===== config.mk =====
export PLATFORM = sky130hd
export DESIGN_NAME = bkup_seq
export DESIGN_NICKNAME = d
export VERILOG_FILES = /design/src/rtl/bkup_pkg.sv /design/src/rtl/bkup_edge.sv /design/src/rtl/bkup_fsm.sv /design/src/rtl/bkup_status.sv /design/src/rtl/bkup_seq.sv
export SDC_FILE = /design/constraint.sdc
export NUM_CORES = 1
export LEC_CHECK = 0
export ABC_AREA = 1
export BUFFER_PORTS_ARGS = -buffer_cell sky130_fd_sc_hd__buf_4
export CAP_MARGIN = 20
export CORE_ASPECT_RATIO = 1.1
export CORE_MARGIN = 2
export CORE_UTILIZATION = 46
export DETAILED_ROUTE_END_ITERATION = 10
export HOLD_SLACK_MARGIN = 0.12
export PLACE_DENSITY_LB_ADDON = 0.25
export SLEW_MARGIN = 20
export SYNTH_ARGS = -nofsm -noshare
export SYNTH_HDL_FRONTEND = slang
export SYNTH_HIERARCHICAL = 1
export SYNTH_SLANG_ARGS = --single-unit

===== constraint.sdc =====
create_clock -name clk -period 2 [get_ports clk]
set_input_delay 0.3 -clock clk [delete_from_list [all_inputs] [get_ports clk]]
set_output_delay 0.3 -clock clk [all_outputs]
set_load 0.05 [all_outputs]

===== src/rtl/bkup_pkg.sv =====
package bkup_pkg;
    localparam int NUM_RST  = 4;
    localparam int NUM_WAKE = 6;
    localparam int NUM_EXT  = 4;
    localparam int MODE_W   = 2;

    typedef enum logic [1:0] {
        ST_RUN   = 2'd0,
        ST_SLEEP = 2'd1,
        ST_RSTW  = 2'd2,
        ST_WAKEW = 2'd3
    } bkup_state_e;
endpackage


===== src/rtl/bkup_edge.sv =====
module bkup_edge #(
    parameter int N = 4
) (
    input  logic         clk,
    input  logic         rst_n,
    input  logic [N-1:0] line,
    input  logic [N-1:0] en,
    output logic [N-1:0] hit
);
    logic [N-1:0] prev_q;

    always_ff @(posedge clk or negedge rst_n) begin
        if (!rst_n) prev_q <= '0;
        else        prev_q <= line;
    end

    for (genvar i = 0; i < N; i++) begin : g_edge
        assign hit[i] = en[i] & (line[i] ^ prev_q[i]);
    end
endmodule


===== src/rtl/bkup_fsm.sv =====
module bkup_fsm
    import bkup_pkg::*;
(
    input  logic        clk,
    input  logic        rst_n,
    input  logic        enter,
    input  logic        rst_any,
    input  logic        wake_any,
    input  logic        core_ready,
    output bkup_state_e st,
    output logic        ev_rst,
    output logic        ev_wake,
    output logic        core_pwr_en,
    output logic        core_rst_n,
    output logic        io_retain
);
    bkup_state_e st_nx;

    // state register (T_POR lands in ST_RSTW)
    always_ff @(posedge clk or negedge rst_n) begin
        if (!rst_n) st <= ST_RSTW;
        else        st <= st_nx;
    end

    // transitions
    always_comb begin
        st_nx   = st;
        ev_rst  = rst_any;
        ev_wake = 1'b0;
        unique case (st)
            ST_RUN: begin
                if (rst_any)    st_nx = ST_RSTW;   // T_RESET
                else if (enter) st_nx = ST_SLEEP;  // T_ENTER
            end
            ST_SLEEP: begin
                if (rst_any) st_nx = ST_RSTW;      // T_RESET, wins over wake
                else if (wake_any) begin
                    st_nx   = ST_WAKEW;            // T_WAKE
                    ev_wake = 1'b1;
                end
            end
            ST_RSTW: begin
                if (!rst_any && core_ready) st_nx = ST_RUN;  // T_RELEASE
            end
            ST_WAKEW: begin
                if (rst_any)         st_nx = ST_RSTW;  // T_RESET
                else if (core_ready) st_nx = ST_RUN;   // T_RELEASE
            end
        endcase
    end

    // outputs
    always_comb begin
        unique case (st)
            ST_RUN:   begin core_pwr_en = 1'b1; core_rst_n = 1'b1; io_retain = 1'b0; end
            ST_SLEEP: begin core_pwr_en = 1'b0; core_rst_n = 1'b0; io_retain = 1'b1; end
            ST_RSTW:  begin core_pwr_en = 1'b1; core_rst_n = 1'b0; io_retain = 1'b1; end
            ST_WAKEW: begin core_pwr_en = 1'b1; core_rst_n = 1'b0; io_retain = 1'b1; end
        endcase
    end
endmodule


===== src/rtl/bkup_status.sv =====
module bkup_status #(
    parameter int NR  = 4,
    parameter int NH  = 10,
    parameter int MW  = 2,
    parameter logic [MW-1:0] MODE_DEF = '0
) (
    input  logic          clk,
    input  logic          rst_n,
    input  logic          ev_rst,
    input  logic          ev_wake,
    input  logic          in_run,
    input  logic          in_rstw,
    input  logic [NR-1:0] rst_src,
    input  logic [NH-1:0] hits,
    input  logic [MW-1:0] run_mode_i,
    input  logic          clk32_sel_i,
    input  logic          clk32_en_i,
    output logic [NR:0]   rst_cause,
    output logic [NH-1:0] wake_cause,
    output logic [MW-1:0] run_mode_o,
    output logic          clk32_sel_o,
    output logic          clk32_on_o
);
    localparam logic [NR:0] BKUP_FLAG = {1'b1, {NR{1'b0}}};

    always_ff @(posedge clk or negedge rst_n) begin
        if (!rst_n) begin
            rst_cause   <= '0;
            wake_cause  <= '0;
            run_mode_o  <= MODE_DEF;
            clk32_sel_o <= 1'b0;
            clk32_on_o  <= 1'b0;
        end else if (ev_rst) begin
            rst_cause  <= in_rstw ? (rst_cause | {1'b0, rst_src}) : {1'b0, rst_src};
            wake_cause <= '0;
            run_mode_o <= MODE_DEF;
        end else if (ev_wake) begin
            rst_cause  <= BKUP_FLAG;
            wake_cause <= hits;
        end else if (in_run) begin
            run_mode_o  <= run_mode_i;
            clk32_sel_o <= clk32_sel_i;
            clk32_on_o  <= clk32_en_i;
        end
    end
endmodule


===== src/rtl/bkup_seq.sv =====
module bkup_seq
    import bkup_pkg::*;
#(
    parameter int NR = NUM_RST,
    parameter int NW = NUM_WAKE,
    parameter int NE = NUM_EXT,
    parameter int MW = MODE_W
) (
    input  logic             clk,
    input  logic             rst_n,
    input  logic             wfi_req,
    input  logic             deep_sleep,
    input  logic             bkup_sel,
    input  logic [MW-1:0]    run_mode_i,
    input  logic [NR-1:0]    rst_src,
    input  logic [NW-1:0]    wake_src,
    input  logic [NW-1:0]    wake_en,
    input  logic [NE-1:0]    ext_line,
    input  logic [NE-1:0]    ext_en,
    input  logic             core_ready,
    input  logic             clk32_sel_i,
    input  logic             clk32_en_i,
    output logic             core_pwr_en,
    output logic             core_rst_n,
    output logic             io_retain,
    output logic [MW-1:0]    run_mode_o,
    output logic             clk32_sel_o,
    output logic             clk32_on_o,
    output logic [NR:0]      rst_cause,
    output logic [NW+NE-1:0] wake_cause
);
    localparam int NH = NW + NE;

    logic [NE-1:0] ext_hit;
    logic [NH-1:0] hits;
    bkup_state_e   st;
    logic          ev_rst, ev_wake;

    bkup_edge #(.N(NE)) u_edge (
        .clk(clk), .rst_n(rst_n), .line(ext_line), .en(ext_en), .hit(ext_hit)
    );

    assign hits = {ext_hit, wake_src & wake_en};

    bkup_fsm u_fsm (
        .clk(clk), .rst_n(rst_n),
        .enter(wfi_req & deep_sleep & bkup_sel),
        .rst_any(|rst_src), .wake_any(|hits), .core_ready(core_ready),
        .st(st), .ev_rst(ev_rst), .ev_wake(ev_wake),
        .core_pwr_en(core_pwr_en), .core_rst_n(core_rst_n), .io_retain(io_retain)
    );

    bkup_status #(.NR(NR), .NH(NH), .MW(MW)) u_status (
        .clk(clk), .rst_n(rst_n), .ev_rst(ev_rst), .ev_wake(ev_wake),
        .in_run(st == ST_RUN), .in_rstw(st == ST_RSTW),
        .rst_src(rst_src), .hits(hits), .run_mode_i(run_mode_i),
        .clk32_sel_i(clk32_sel_i), .clk32_en_i(clk32_en_i),
        .rst_cause(rst_cause), .wake_cause(wake_cause), .run_mode_o(run_mode_o),
        .clk32_sel_o(clk32_sel_o), .clk32_on_o(clk32_on_o)
    );
endmodule


==> impl_metrics.env <==
export IMPL_cp_end_kind="flop"
export IMPL_fin_crit_ps=1870
export IMPL_p_per_area_nw_per_um2=804
export IMPL_tightest_slew_ps=351
export IMPL_cts_tree="yes"
export IMPL_clockBufferDepth=2
export IMPL_dieArea_um2=3130
export IMPL_core_um2=2540
export IMPL_drc_errors=0
export IMPL_path_max_fanout=7
export IMPL_wl_mm=2.90
export IMPL_area_growth_pct=45.3
export IMPL_synth_top_family_by_area="simple AND/OR/NAND/NOR gates"
export IMPL_stdcell_area_um2=1800
export IMPL_synth_area_um2=1240
export IMPL_cap_violations=0
export IMPL_hold_viol_final=0
export IMPL_root_buffer="clkbuf_4"
export IMPL_synth_simple_gate_area_frac=0.404
export IMPL_peakVddDrop_uv=713
export IMPL_synthAdderAreaFrac=0
export IMPL_ys_warn_count=6
export IMPL_die_y_um=58.5
export IMPL_gp_congestion=0.783
export IMPL_start_kind="input port"
export IMPL_ant_nets=0
export IMPL_postSynthCellCount=172
export IMPL_synth_compound_area_frac=0.00806
export IMPL_synth_yosys_seq_area_share=0.505
export IMPL_outcome="complete, no violations"
export IMPL_crit_type="in -> reg"
export IMPL_avgSynthCellArea_um2=7.22
export IMPL_dpl_worst_slack_ps=213
export IMPL_finalSetupTns_ps=0
export IMPL_synthMuxAreaShare=0
export IMPL_grt_overflow_total=0
export IMPL_die_x_um=53.5
export IMPL_hold_path_class="in -> reg"
export IMPL_fin_worst_skew_ps=5.14
export IMPL_num_antenna_cells=0
export IMPL_clock_sinks=25
export IMPL_track_usage=0.198
export IMPL_hpwl_mm=2.16
export IMPL_cts_clk_slew_worst_paths_ps=130
export IMPL_dpl_instance_area_um2=1670
export IMPL_io_buffers=55
export IMPL_grt_max_degree=26
export IMPL_worst_slack_ps=126
export IMPL_grt_pass1_vias=1130
export IMPL_ioPinCount=56
export IMPL_vias_per_cell=4.72
export IMPL_syn_num_nets=206
export IMPL_rsz0062_at_grt="false"
export IMPL_fmax_mhz=534
export IMPL_antenna_found_initial=0
export IMPL_drive_gt1_frac=0.304
export IMPL_slew_viol_final=0
export IMPL_drt_first_pass_iters=4
export IMPL_grt_pass1_wl_mm=4.63
export IMPL_synth_xor_area_frac=0
export IMPL_synth_seq_cells=25
export IMPL_via_count=1280
export IMPL_insertion_delay_ps=310
export IMPL_drt_iter0_markers=27
export IMPL_ys_types=16
export IMPL_avgRoutedWirePerCell_um=10.7
export IMPL_critPathRequiredTime_ps=2260
export IMPL_h_tree_depth=1
export IMPL_nets=275
export IMPL_power_leakage_nw=1.09
export IMPL_cts_buffers=3
export IMPL_max_slew_margin=0.765
export IMPL_core_rowCount=19
export IMPL_start_util=0.488
export IMPL_post_route_period_util=0.937
export IMPL_crit_arrival_ps=2130
export IMPL_setup_viol_count_final=0
==> placed cells by master, fill, tap and decap left out <==
cell type / synthesis / final
dlygate4sd3_1: 0 / 5
o21ai_1: 1 / 1
a21oi_1: 1 / 1
clkbuf_1: 0 / 1
nor2_4: 1 / 2
and3_1: 1 / 1
buf_4: 1 / 61
inv_2: 1 / 1
nor2_1: 22 / 21
clkbuf_4: 0 / 3
buf_2: 1 / 1
nor2_2: 1 / 1
buf_6: 2 / 1
nand3_1: 18 / 18
nand2_2: 2 / 2
dfrtp_1: 24 / 24
nand2_1: 78 / 78
inv_1: 17 / 17
dfstp_2: 1 / 1
==> repair_timing <==
| item | in CTS | in global routing |
|---|---|---|
| hold buffers | 5 | 0 |
| buffers inserted | 0 | 5 |
| hold endpoints to repair | 28 | 0 |
| setup endpoints to repair | 0 | 19 |
| resized for setup | 0 | 3 |
==> final timing paths <==
kind                                                    startpoint                            endpoint  slack [ps]  cells past startpoint
max in group asynchronous                                    rst_n             u_fsm/st[1]$_DFFE_PN1P_        1300                      2
worst max-delay path                                   ext_line[2]  u_status/wake_cause[4]$_DFFE_PN0P_         130                     14
worst max register to register          u_edge/prev_q[3]$_DFF_PN0_  u_status/wake_cause[4]$_DFFE_PN0P_         380                     12
min in group asynchronous                                    rst_n          u_edge/prev_q[0]$_DFF_PN0_         410                      2
worst min register to register  u_status/wake_cause[6]$_DFFE_PN0P_  u_status/wake_cause[6]$_DFFE_PN0P_         480                      2
worst min-delay path                                   clk32_sel_i    u_status/clk32_sel_o$_DFFE_PN0P_         220                      3
==> sequential cells by signal, summed over array words and instances, names as in the netlist <==
signal / flops
u_status/run_mode_o: 2
u_status/rst_cause: 5
u_status/clk32_sel_o: 1
u_status/wake_cause: 10
u_fsm/st: 2
u_status/clk32_on_o: 1
u_edge/prev_q: 4
==> report_power, final <==
part / total [mW] / internal [mW] / switching, mW
Sequential: 0.622 / 0.572 / 0.0502
Clock: 0.219 / 0.0778 / 0.141
Combinational: 0.609 / 0.202 / 0.407
==> worst max-delay path: stages <==
cell	delay, ps
dlygate4sd3_1	550
buf_4	150
nor2_1	80
nor2_1	70
nor2_1	100
nand2_1	60
nor2_1	80
nand2_1	60
nand2_1	140
nor2_4	60
nor2_4	180
buf_4	180
nand2_1	60
nand2_1	50
==> stage by stage <==
stage	total power, mW	util	hold slack (ps)	cells
finish	1.45	0.709	216	271
global route	1.55	0.709	209	271
CTS	1.46	0.688	201	265
detailed placement	1.23	0.658	221	256
global placement	1.22	0.658	218	256
floorplan	1.02	-	4.41	172
==> kinds of logic (layout without fill, tap and decap cells) <==
kind of cell           after synthesis  after routing
AO/OA/AOI/OAI                        2              2
buffers and inverters               22             90
flip-flops                          25             25
AND/OR/NAND/NOR                    123            123
==> area by class of cell <==
class | count | area [um^2]
Fill cell | 217 | 741
Tap cell | 31 | 38.8
Timing Repair Buffer | 68 | 524
Clock buffer | 4 | 26.3
Multi-Input combinational cell | 125 | 519
Inverter | 18 | 67.6
Sequential cell | 25 | 627
==> cells in the mapped netlist (all sizes together) <==
| library cell | number | area (um^2) |
|---|---|---|
| o21ai | 1 | 5.00 |
| nand3 | 18 | 90.1 |
| nor2 | 24 | 100 |
| a21oi | 1 | 5.00 |
| and3 | 1 | 6.26 |
| dfstp | 1 | 26.3 |
| dfrtp | 24 | 601 |
| inv | 18 | 67.6 |
| buf | 4 | 35.0 |
| nand2 | 80 | 305 |
==> routing by layer <==
layer / share of wire / vias to the layer above / routed length (um) / GRT usage
li1: - / 658 / - / -
met1: 0.43 / 572 / 1250 / 0.246
met2: 0.50 / 48 / 1440 / 0.346
met3: 0.062 / 2 / 179 / 0.0355
met4: 0.0072 / 0 / 21 / 0.0623
met5: 0 / - / 0 / 0
Note: power is estimated with default switching activity, not from simulation.
